$ cat src/rtl/pdd_pkg.sv
package pdd_pkg;
  typedef enum logic [1:0] {
    MODE_SINGLE = 2'b00,
    MODE_HILO   = 2'b01,
    MODE_ODDEVN = 2'b10,
    MODE_SPARE  = 2'b11
  } dist_mode_e;

  typedef struct packed {
    dist_mode_e mode;
    logic       swap;
    logic       order;
  } dist_cfg_t;

  localparam int unsigned NUM_PORTS = 2;
  localparam int unsigned PORT_B    = 0;
  localparam int unsigned PORT_C    = 1;
endpackage

$ cat src/rtl/pdd_cfg_latch.sv
module pdd_cfg_latch
  import pdd_pkg::*;
(
  input  logic       clk,
  input  logic       rst,
  input  logic       line_start,
  input  logic [1:0] mode_in,
  input  logic       swap_in,
  input  logic       order_in,
  output dist_cfg_t  cfg_eff,
  output dist_cfg_t  cfg_q
);
  dist_cfg_t cfg_req;

  always_comb begin
    cfg_req.mode  = dist_mode_e'(mode_in);
    cfg_req.swap  = swap_in;
    cfg_req.order = order_in;
  end

  // a pixel arriving together with line_start already uses the new settings
  assign cfg_eff = line_start ? cfg_req : cfg_q;

  always_ff @(posedge clk) begin
    if (rst) begin
      cfg_q.mode  <= MODE_SINGLE;
      cfg_q.swap  <= 1'b0;
      cfg_q.order <= 1'b0;
    end else if (line_start) begin
      cfg_q <= cfg_req;
    end
  end
endmodule

$ cat src/rtl/pdd_parity.sv
module pdd_parity #(
  parameter int unsigned PW = 24
) (
  input  logic          clk,
  input  logic          rst,
  input  logic          line_start,
  input  logic          accept,
  input  logic [PW-1:0] pixel,
  output logic          idx_odd,
  output logic [PW-1:0] even_pix
);
  logic cnt_q;

  // index of the pixel that would be accepted in this cycle
  assign idx_odd = line_start ? 1'b0 : cnt_q;

  always_ff @(posedge clk) begin
    if (rst) begin
      cnt_q <= 1'b0;
    end else if (accept) begin
      cnt_q <= ~idx_odd;
    end else if (line_start) begin
      cnt_q <= 1'b0;
    end
  end

  always_ff @(posedge clk) begin
    if (rst) begin
      even_pix <= '0;
    end else if (accept && !idx_odd) begin
      even_pix <= pixel;
    end
  end
endmodule

$ cat src/rtl/pdd_lane_map.sv
module pdd_lane_map
  import pdd_pkg::*;
#(
  parameter int unsigned HW = 12,
  localparam int unsigned PW = 2 * HW
) (
  input  dist_cfg_t                      cfg,
  input  logic                           idx_odd,
  input  logic [PW-1:0]                  pixel,
  input  logic [PW-1:0]                  even_pix,
  output logic [NUM_PORTS-1:0]           upd,
  output logic [NUM_PORTS-1:0]           vld,
  output logic [NUM_PORTS-1:0][HW-1:0]   s0,
  output logic [NUM_PORTS-1:0][HW-1:0]   s1
);
  logic [HW-1:0] cur_hi, cur_lo, evn_hi, evn_lo;

  assign cur_hi = pixel[PW-1:HW];
  assign cur_lo = pixel[HW-1:0];
  assign evn_hi = even_pix[PW-1:HW];
  assign evn_lo = even_pix[HW-1:0];

  always_comb begin
    upd = '0;
    vld = '0;
    s0  = '0;
    s1  = '0;
    unique case (cfg.mode)
      MODE_HILO: begin
        upd            = '1;
        vld            = '1;
        s0[PORT_B]     = cfg.swap ? cur_hi : cur_lo;
        s0[PORT_C]     = cfg.swap ? cur_lo : cur_hi;
        s1[PORT_B]     = s0[PORT_B];
        s1[PORT_C]     = s0[PORT_C];
      end
      MODE_ODDEVN: begin
        if (idx_odd) begin
          upd          = '1;
          vld          = '1;
          s0[PORT_B]   = cfg.order ? evn_hi : evn_lo;
          s1[PORT_B]   = cfg.order ? evn_lo : evn_hi;
          s0[PORT_C]   = cfg.order ? cur_hi : cur_lo;
          s1[PORT_C]   = cfg.order ? cur_lo : cur_hi;
        end
      end
      default: begin
        upd            = '1;
        vld[PORT_B]    = 1'b1;
        s0[PORT_B]     = cfg.order ? cur_hi : cur_lo;
        s1[PORT_B]     = cfg.order ? cur_lo : cur_hi;
      end
    endcase
  end
endmodule

$ cat src/rtl/pdd_slot_seq.sv
module pdd_slot_seq #(
  parameter int unsigned HW = 12
) (
  input  logic          clk,
  input  logic          rst,
  input  logic          load,
  input  logic          step,
  input  logic          upd,
  input  logic          vld,
  input  logic [HW-1:0] s0,
  input  logic [HW-1:0] s1,
  output logic [HW-1:0] data,
  output logic          valid,
  output logic          phase
);
  logic [HW-1:0] sec_q;
  logic          sec_upd_q;
  logic          sec_vld_q;

  always_ff @(posedge clk) begin
    if (rst) begin
      data      <= '0;
      valid     <= 1'b0;
      phase     <= 1'b0;
      sec_q     <= '0;
      sec_upd_q <= 1'b0;
      sec_vld_q <= 1'b0;
    end else if (load) begin
      if (upd) data <= s0;
      valid     <= vld;
      phase     <= 1'b0;
      sec_q     <= s1;
      sec_upd_q <= upd;
      sec_vld_q <= vld;
    end else if (step) begin
      if (sec_upd_q) data <= sec_q;
      valid     <= sec_vld_q;
      phase     <= 1'b1;
    end else begin
      valid     <= 1'b0;
      phase     <= 1'b0;
    end
  end
endmodule

$ cat src/rtl/pix_dual_dist.sv
module pix_dual_dist
  import pdd_pkg::*;
#(
  parameter int unsigned HW = 12,
  localparam int unsigned PW = 2 * HW
) (
  input  logic          clk,
  input  logic          rst,
  input  logic [1:0]    cfg_mode,
  input  logic          cfg_swap,
  input  logic          cfg_order,
  input  logic          line_start,
  input  logic          in_valid,
  output logic          in_ready,
  input  logic [PW-1:0] in_pixel,
  output logic [HW-1:0] b_data,
  output logic          b_valid,
  output logic          b_phase,
  output logic [HW-1:0] c_data,
  output logic          c_valid,
  output logic          c_phase
);
  dist_cfg_t                    cfg_eff, cfg_q;
  logic                         accept, slot1_due;
  logic                         idx_odd;
  logic [PW-1:0]                even_pix;
  logic [NUM_PORTS-1:0]         upd, vld;
  logic [NUM_PORTS-1:0][HW-1:0] s0, s1;
  logic [HW-1:0]                odata  [NUM_PORTS];
  logic                         ovalid [NUM_PORTS];
  logic                         ophase [NUM_PORTS];

  assign in_ready = ~slot1_due;
  assign accept   = in_valid & in_ready;

  // high while slot 0 is on the ports, so the next edge must emit slot 1
  always_ff @(posedge clk) begin
    if (rst) slot1_due <= 1'b0;
    else     slot1_due <= accept;
  end

  pdd_cfg_latch u_cfg (
    .clk(clk), .rst(rst), .line_start(line_start),
    .mode_in(cfg_mode), .swap_in(cfg_swap), .order_in(cfg_order),
    .cfg_eff(cfg_eff), .cfg_q(cfg_q)
  );

  pdd_parity #(.PW(PW)) u_par (
    .clk(clk), .rst(rst), .line_start(line_start), .accept(accept),
    .pixel(in_pixel), .idx_odd(idx_odd), .even_pix(even_pix)
  );

  pdd_lane_map #(.HW(HW)) u_map (
    .cfg(cfg_eff), .idx_odd(idx_odd), .pixel(in_pixel), .even_pix(even_pix),
    .upd(upd), .vld(vld), .s0(s0), .s1(s1)
  );

  for (genvar g = 0; g < NUM_PORTS; g++) begin : g_port
    pdd_slot_seq #(.HW(HW)) u_seq (
      .clk(clk), .rst(rst), .load(accept), .step(slot1_due),
      .upd(upd[g]), .vld(vld[g]), .s0(s0[g]), .s1(s1[g]),
      .data(odata[g]), .valid(ovalid[g]), .phase(ophase[g])
    );
  end

  assign b_data  = odata[PORT_B];
  assign b_valid = ovalid[PORT_B];
  assign b_phase = ophase[PORT_B];
  assign c_data  = odata[PORT_C];
  assign c_valid = ovalid[PORT_C];
  assign c_phase = ophase[PORT_C];
endmodule

$ cat config.mk
export PLATFORM = sky130hd
export DESIGN_NAME = pix_dual_dist
export DESIGN_NICKNAME = d
export VERILOG_FILES = /design/src/rtl/pdd_pkg.sv /design/src/rtl/pdd_cfg_latch.sv /design/src/rtl/pdd_parity.sv /design/src/rtl/pdd_lane_map.sv /design/src/rtl/pdd_slot_seq.sv /design/src/rtl/pix_dual_dist.sv
export SDC_FILE = /design/constraint.sdc
export NUM_CORES = 1
export LEC_CHECK = 0
export ABC_AREA = 1
export CORE_AREA = 2 2 116 118
export DETAILED_ROUTE_END_ITERATION = 8
export DIE_AREA = 0 0 118 120
export GPL_ROUTABILITY_DRIVEN = 0
export SYNTH_ARGS = -nofsm -noshare
export SYNTH_HDL_FRONTEND = slang
export SYNTH_HIERARCHICAL = 1
export SYNTH_SLANG_ARGS = --single-unit
$ cat constraint.sdc
create_clock -name clk -period 1.9 [get_ports clk]
set_input_delay 0.285 -clock clk [delete_from_list [all_inputs] [get_ports clk]]
set_output_delay 0.285 -clock clk [all_outputs]
set_load 0.05 [all_outputs]
==> impl_results.md, run 1 <==
* GRT Residual Overflow at 0
* Detailed Route WL at around 16 mm
* RSZ-0062 raised after global routing: yes
* Placed insts at ~1,200
* Synth Register Bits at 86
* Met2 wire length at between 7 and 8 mm
* Crit path top cell by count: nand2_1
* Filler cells at 1,344
* Metal1 wirelength at 7.29 mm
* Worst setup EP type: flip-flop
* Cell Area, Synth at between 5000 and 6000 µm²
* Clk_skew at slightly above 8 ps
* Initial antenna violation count at 0
* Worst setup SP type: input pin
* Syn nets at between 1,000 and 1,500
* Worst Path Class, Setup: input pin to flip-flop
* Top layer reached by signal wires: met4
* Pwr per Cell Area at between 700 and 800 nW/µm²
* Adder-Cell Fraction of Synth Area at 0.00882
* Rows at 42
* Status: finished, final reports clean
* Largest fanout on the critical path at 10
* Area growth syn-to-layout at 28.2%
* Post-Synth XOR/XNOR Area at 0
* Final min period at between 1500 and 2000 ps
* Worst Path Required at about 2200 ps
* Ys Warns at 6
* Final hold violations at 0
* Final period util at 0.983
* H-tree Lvls at 3
* Most area-hungry cell type in the Yosys netlist: dfxtp_1
* Hold-fix buffers, CTS at 0
* Worst skew pair latency at ~350 ps
* Die width at approximately 120 µm
* Mapped Cells at roughly 970
* Pre-antenna DRT Iters at 5
* Vias in the first global route at just over 5,000
* Die H at around 120 µm
* Post-synthesis mux area share at 0
* Max-Cap Viols at 0
* Simple-gate area share of the yosys netlist at 0.430
* Worst-path clk slew at 60 ps
* Post-synthesis sequential area ratio at 0.303
* DR WL met3 at around 840 µm
* Largest net degree at the start of global routing at 50
* Via count at 5,831
* Reg area at between 1500 and 2000 µm²
* Cts bufs inserted at 9
* 1st-iter DRT viols at ~390
* CP bufs+invs at 5
* CTS tree: built
* GRT Resource Usage Total at 0.224
* Family with the most delay on the worst path: buffers and inverters
* Leak at 3.67 nW
* Worst path cell trace: clkdlybuf4s50_1, inv_1, nand2_1, nand2_2, inv_4, buf_12, ha_4, bufbuf_16, nand3_1, a21oi_2, nand2_1, nand2_1, a21oi_1, nor2_1
* Finished Layout Cells at about 1,200
* Max incr delay on CP at 450 ps
* Fmax at between 500 and 600 MHz
* Top cells by area, synth: dfxtp_1 30%, nand2_1 28%, inv_1 7.8%, a21oi_1 6.9%, nor2_1 5.3%
* DP Wirelength at ~11 mm
* Synth top area share at 0.303
* Layout cells sized above 1 at 0.145
* HP Class: flip-flop to flip-flop
* Drt via density at around 4.8
* Initial Util at 0.437
* Die area at 14,200 µm²
* Slowest CP cell: clkdlybuf4s50_1
* Pwr Total at 5.66 mW
* NumNets Final at approximately 1,100
* Max-slew violations at 0
* IO Count at a little over 60
* Core Area at ~13,000 µm²
* CTS max path bufs at 2
* Least-Margin Pin Slew at between 500 and 600 ps
* Clock root buffer: clkbuf_16
* Multi-input logic area at 3160 µm²
* First-pass GRT wire length at roughly 25 mm
* VDD IR max at approximately 400 µV
* Library cells used by synthesis at 22
* Ant. Diodes at 0
* Residual DRC at 0
* Compound-gate portion of the synthesized area at 0.0915
* Input/output buffers at 60
* Main combinational cell family by area after synthesis: simple AND/OR/NAND/NOR gates
* Routed WL per cell at ~13 µm
* CTS Sinks at 86
* Slew headroom at 0.644
* Post-DRT Antenna Nets at 0
* Synth Area per Inst at slightly below 6 µm²
* Worst Path Arrival at approximately 2200 ps
* Final Setup Violations at 0
-- path summary, 6_finish.rpt --
check                      startpoint                       end  slack (ps)  depth (start not counted)
min          g_port[0].u_seq/sec_q[2]  g_port[0].u_seq/sec_q[2]         460                          2
min reg2reg  g_port[0].u_seq/sec_q[2]  g_port[0].u_seq/sec_q[2]         460                          2
max reg2reg            u_cfg/cfg_q[2]   g_port[0].u_seq/data[1]          80                         15
max                       cfg_mode[0]   g_port[1].u_seq/data[9]          30                         14
-- synthesized netlist by cell type --
| master | instances |
|---|---|
| a21oi_1 | 78 |
| nand3_1 | 58 |
| o21ai_0 | 2 |
| ha_1 | 4 |
| nor2_2 | 2 |
| buf_6 | 21 |
| clkbuf_1 | 5 |
| nor2_1 | 80 |
| inv_1 | 118 |
| nand2_2 | 1 |
| nand3_2 | 16 |
| inv_2 | 5 |
| nand3_4 | 2 |
| nand2_1 | 430 |
| o21ai_1 | 22 |
| buf_2 | 23 |
| buf_4 | 10 |
| dfxtp_1 | 86 |
| a21oi_2 | 1 |
| inv_8 | 2 |
| clkbuf_2 | 3 |
| nand2_4 | 2 |
-- state kept, by name, summed over array words and instances (netlist names) --
name                    cells
u_par/cnt_q                 1
u_par/even_pix             24
g_port.u_seq/sec_upd_q      2
g_port.u_seq/sec_q         24
slot1_due                   1
u_cfg/cfg_q                 4
g_port.u_seq/sec_vld_q      2
g_port.u_seq/phase          2
g_port.u_seq/data          24
g_port.u_seq/valid          2
-- final cells by class --
| type | count | share of cell area |
|---|---|---|
| repair buffers | 124 | 0.188 |
| multi-input cells | 698 | 0.434 |
| well taps | 176 | 0.0303 |
| flip-flops and latches | 86 | 0.237 |
| inverters | 125 | 0.0693 |
| clock inverters | 5 | 0.00773 |
| clock buffers | 11 | 0.0347 |
-- layout by cell type, fill, tap and decap left out, types with 16 or more instances in the layout --
cell type,count
nand3_2,20
inv_1,110
nand2_1,419
a21oi_2,16
a21oi_1,63
o21ai_1,22
clkdlybuf4s50_1,59
dfxtp_1,86
nor2_1,80
buf_4,44
nand3_1,54
-- stage by stage --
| step | TNS [ps] | worst slack, ps | cell area [µm²] | hold WS, ps | utilization |
|---|---|---|---|---|---|
| 6_report | 0 | 31.6 | 7280 | 465 | 0.561 |
| 5_1_grt | -707 | -89.3 | 7280 | 485 | 0.561 |
| 4_1_cts | 0 | 31.0 | 6970 | 468 | 0.537 |
| 3_5_place_dp | -18500 | -455 | 6620 | 460 | 0.510 |
| 3_3_place_gp | -18070 | -451 | 6620 | 448 | 0.510 |
| 2_1_floorplan | 0 | 274 | 5680 | 352 | - |
-- logic make-up after synthesis --
kind of cell / count (synthesis)
and+or+nand+nor: 591
buffers and inverters: 187
AOI/OAI and AO/OA: 103
DFF: 86
adders and majority gates: 4
-- where the power goes --
| part | internal (mW) | switching (mW) | leakage [nW] |
|---|---|---|---|
| sequential | 1.94 | 0.0587 | 0.707 |
| clock | 1.09 | 0.760 | 0.152 |
| combinational | 0.708 | 1.10 | 2.81 |
| total | 3.74 | 1.92 | 3.67 |
-- per-layer routing --
layer | GRT usage | vias up
met1 | 0.292 | 2564
li1 | - | 3085
met5 | 0 | -
met2 | 0.362 | 149
met4 | 0.117 | 0
met3 | 0.0318 | 33
-- what timing repair did --
action	in CTS	in global routing
setup endpoints to repair	19	35
setup buffers	0	2
cloned	1	5
gates resized for setup	5	47
pin swaps	0	20
-- worst register-to-register path, cell delays in order (launching register included) --
cell and delay [ps]:
dfxtp_1 300, inv_1 50, nand2_1 60, nand2_2 100
inv_4 50, buf_12 120, ha_4 170, bufbuf_16 280
nand3_1 90, nand2_1 70, nand2_1 60, nand2_1 60
nand2_1 100, nand2_2 70, a21oi_2 90, nor2_1 50
No activity file was read; power rests on OpenSTA's default activity.
==> run 2: changes to the inputs <==
Settings changed: CORE_AREA 2 2 116 118 to 2 2 162 85, DIE_AREA 0 0 118 120 to 0 0 164 87, PLACE_DENSITY set to 0.65.
==> run 2 against run 1 <==
  * Non-clock buffer count shrank 7
  * Flip-flop and latch count is the same
  * Highest routed layer unchanged
  * Clock skew about the same
  * Sequential power barely moved
  * Via count hardly changed
  * Critical path type is now flip-flop to primary output
  * Final cell count is 0.65% lower
  * Design area down 2.4%
  * Critical path depth decreased by 13
  * Setup slack got worse by 4.7 ps
  * Combinational power fell by 7%
  * Fmax down 0.25%
==> impl_results.md, run 2 (same netlist as run 1, synthesis figures left out) <==
* Status: finished, final reports clean
* Worst reg2reg startpoint: u_cfg/cfg_q[2]
* Max-slew violations at 0
* Sequential share of power at 0.367
* Setup slack, reg-to-reg at ~160 ps
* Max incr delay on CP at about 850 ps
* Hold Crit Depth at 2
* Largest fanout on the critical path at 2
* 1st-iter DRT viols at roughly 430
* Worst path cell trace: clkdlybuf4s50_1
* RSZ-0062 raised after global routing: yes
* Multi-input logic area at between 3000 and 4000 µm²
* Via count at just under 6,000
* Reg2reg path depth at 17
* Ant. Diodes at 0
* Pre-CTS setup slack at -522 ps
* Least-Margin Pin Slew at between 500 and 600 ps
* DP Area at approximately 6500 µm²
* Drt via density at between 4 and 5
* Final core occ at 0.545
* Residual DRC at 0
* Layout cells sized above 1 at 0.134
* Cell area after layout at approximately 7000 µm²
* Largest net degree at the start of global routing at 49
* Final hold violations at 0
* HP Class: flip-flop to flip-flop
* VDD IR max at ~430 µV
* GRT Residual Overflow at 0
* IO Count at between 60 and 70
* Commonest non-fill, non-tap cells in the layout: 420 x nand2_1, 113 x inv_1, 86 x dfxtp_1
* Finished Layout Cells at between 1,000 and 1,500
* Detailed Route WL at around 15 mm
* Initial Util at 0.436
* Pre-antenna DRT Iters at 5
* CTS Sinks at 86
* Commonest non-fill, non-tap cell in the layout: nand2_1
* Slowest CP cell: clkdlybuf4s50_1
* CTS tree: built
* First-pass GRT wire length at between 20 and 25 mm
* CTS max path bufs at 2
* Worst setup EP type: primary output
* Min-delay src: g_port[0].u_seq/sec_vld_q
* Max-Cap Viols at 0
* Hold Path End: g_port[0].u_seq/sec_vld_q
* Cts bufs inserted at 9
* Core Area at between 10,000 and 15,000 µm²
* Sw Pwr at about 1.9 mW
* Rows at 30
* Clk_skew at approximately 8 ps
* Area growth syn-to-layout at 25.1%
* Die H at 87 µm
* Final WS setup at around 27 ps
* Filler cells at ~1,300
* Clock root buffer: clkbuf_16
* Top Registers: g_port.u_seq/data (24), g_port.u_seq/sec_q (24), u_par/even_pix (24)
* Family with the most delay on the worst path: buffers and inverters
* Placed insts at approximately 1,200
* Worst Path Required at between 1500 and 2000 ps
* H-tree Lvls at 3
* Slew headroom at 0.636
* Worst Path Class, Setup: flip-flop to primary output
* Routed WL per cell at between 10 and 15 µm
* Input/output buffers at 60
* Worst Path Arrival at ~1600 ps
* Leak at between 3 and 4 nW
* Reg area at ~1700 µm²
* Comb power frac at 0.308
* Die area at 14,300 µm²
* Worst skew pair latency at 350 ps
* Post-DRT Antenna Nets at 0
* NumNets Final at approximately 1,100
* CP bufs+invs at 1
* R2R Path End: g_port[0].u_seq/data[9]
* Worst-path clk slew at about 60 ps
* Pwr per Cell Area at 770 nW/µm²
* Clock power frac at 0.325
* Final min period at around 1900 ps
* DP Wirelength at approximately 11 mm
* Vias in the first global route at approximately 5,300
* Setup Total Neg Slack at 0 ps
* Internal at approximately 3.6 mW
* Fmax at about 530 MHz
* Worst setup SP type: flip-flop
* Die width at approximately 160 µm
* GRT Resource Usage Total at 0.210
* Switching Fraction at 0.341
* Initial antenna violation count at 0
* Final Setup Violations at 0
* Final period util at 0.986
[run 2: cell type report]
type,count,area share
Clock buffer,10,0.0322
Timing Repair Buffer,117,0.172
Sequential cell,86,0.242
Clock inverter,5,0.00845
Inverter,125,0.0710
Tap cell,176,0.0310
Multi-Input combinational cell,698,0.443
[run 2: per-layer routing]
layer	track usage	up-vias	part of all wire
met3	0.0447	12	0.048
li1	-	3065	-
met5	0	-	0
met1	0.296	2627	0.52
met4	0.0455	0	0.0084
met2	0.332	130	0.42
[run 2: repair_timing]
action	CTS	global route
setup endpoints to repair	31	43
gates resized for setup	2	49
hold buffers	0	0
buffers inserted	0	6
pin swaps	0	14
cloned	0	3
[run 2: worst max-delay path by stage]
stage | cells after the start | start | endpoint | slack (ps)
after CTS | 18 | cfg_mode[0] | g_port[0].u_seq/data[2] | 5
after global placement | 18 | line_start | g_port[0].u_seq/data[2] | -470
after global routing | 18 | cfg_mode[0] | g_port[0].u_seq/data[9] | -20
after detailed placement | 18 | line_start | g_port[0].u_seq/data[2] | -520
after floorplan | 15 | line_start | g_port[0].u_seq/data[10] | 270
final | 1 | g_port[1].u_seq/data[6] | c_data[6] | 30
[run 2: power by group through the flow]
| stage | logic [mW] | clock network (mW) | registers [mW] |
|---|---|---|---|
| 3_5_place_dp | 1.60 | 0 | 2.05 |
| 3_3_place_gp | 1.59 | 0 | 2.05 |
| 6_report | 1.68 | 1.78 | 2.01 |
| 5_1_grt | 1.87 | 1.90 | 2.02 |
| 2_1_floorplan | 0.972 | 0 | 2.22 |
| 4_1_cts | 1.61 | 1.82 | 2.01 |
[run 2: metrics by stage]
| step | total power [mW] | hold WS (ps) |
|---|---|---|
| 3_5_place_dp | 3.65 | 453 |
| 5_1_grt | 5.79 | 483 |
| 4_1_cts | 5.44 | 462 |
| 6_report | 5.47 | 465 |
| 2_1_floorplan | 3.19 | 352 |
| 3_3_place_gp | 3.64 | 453 |
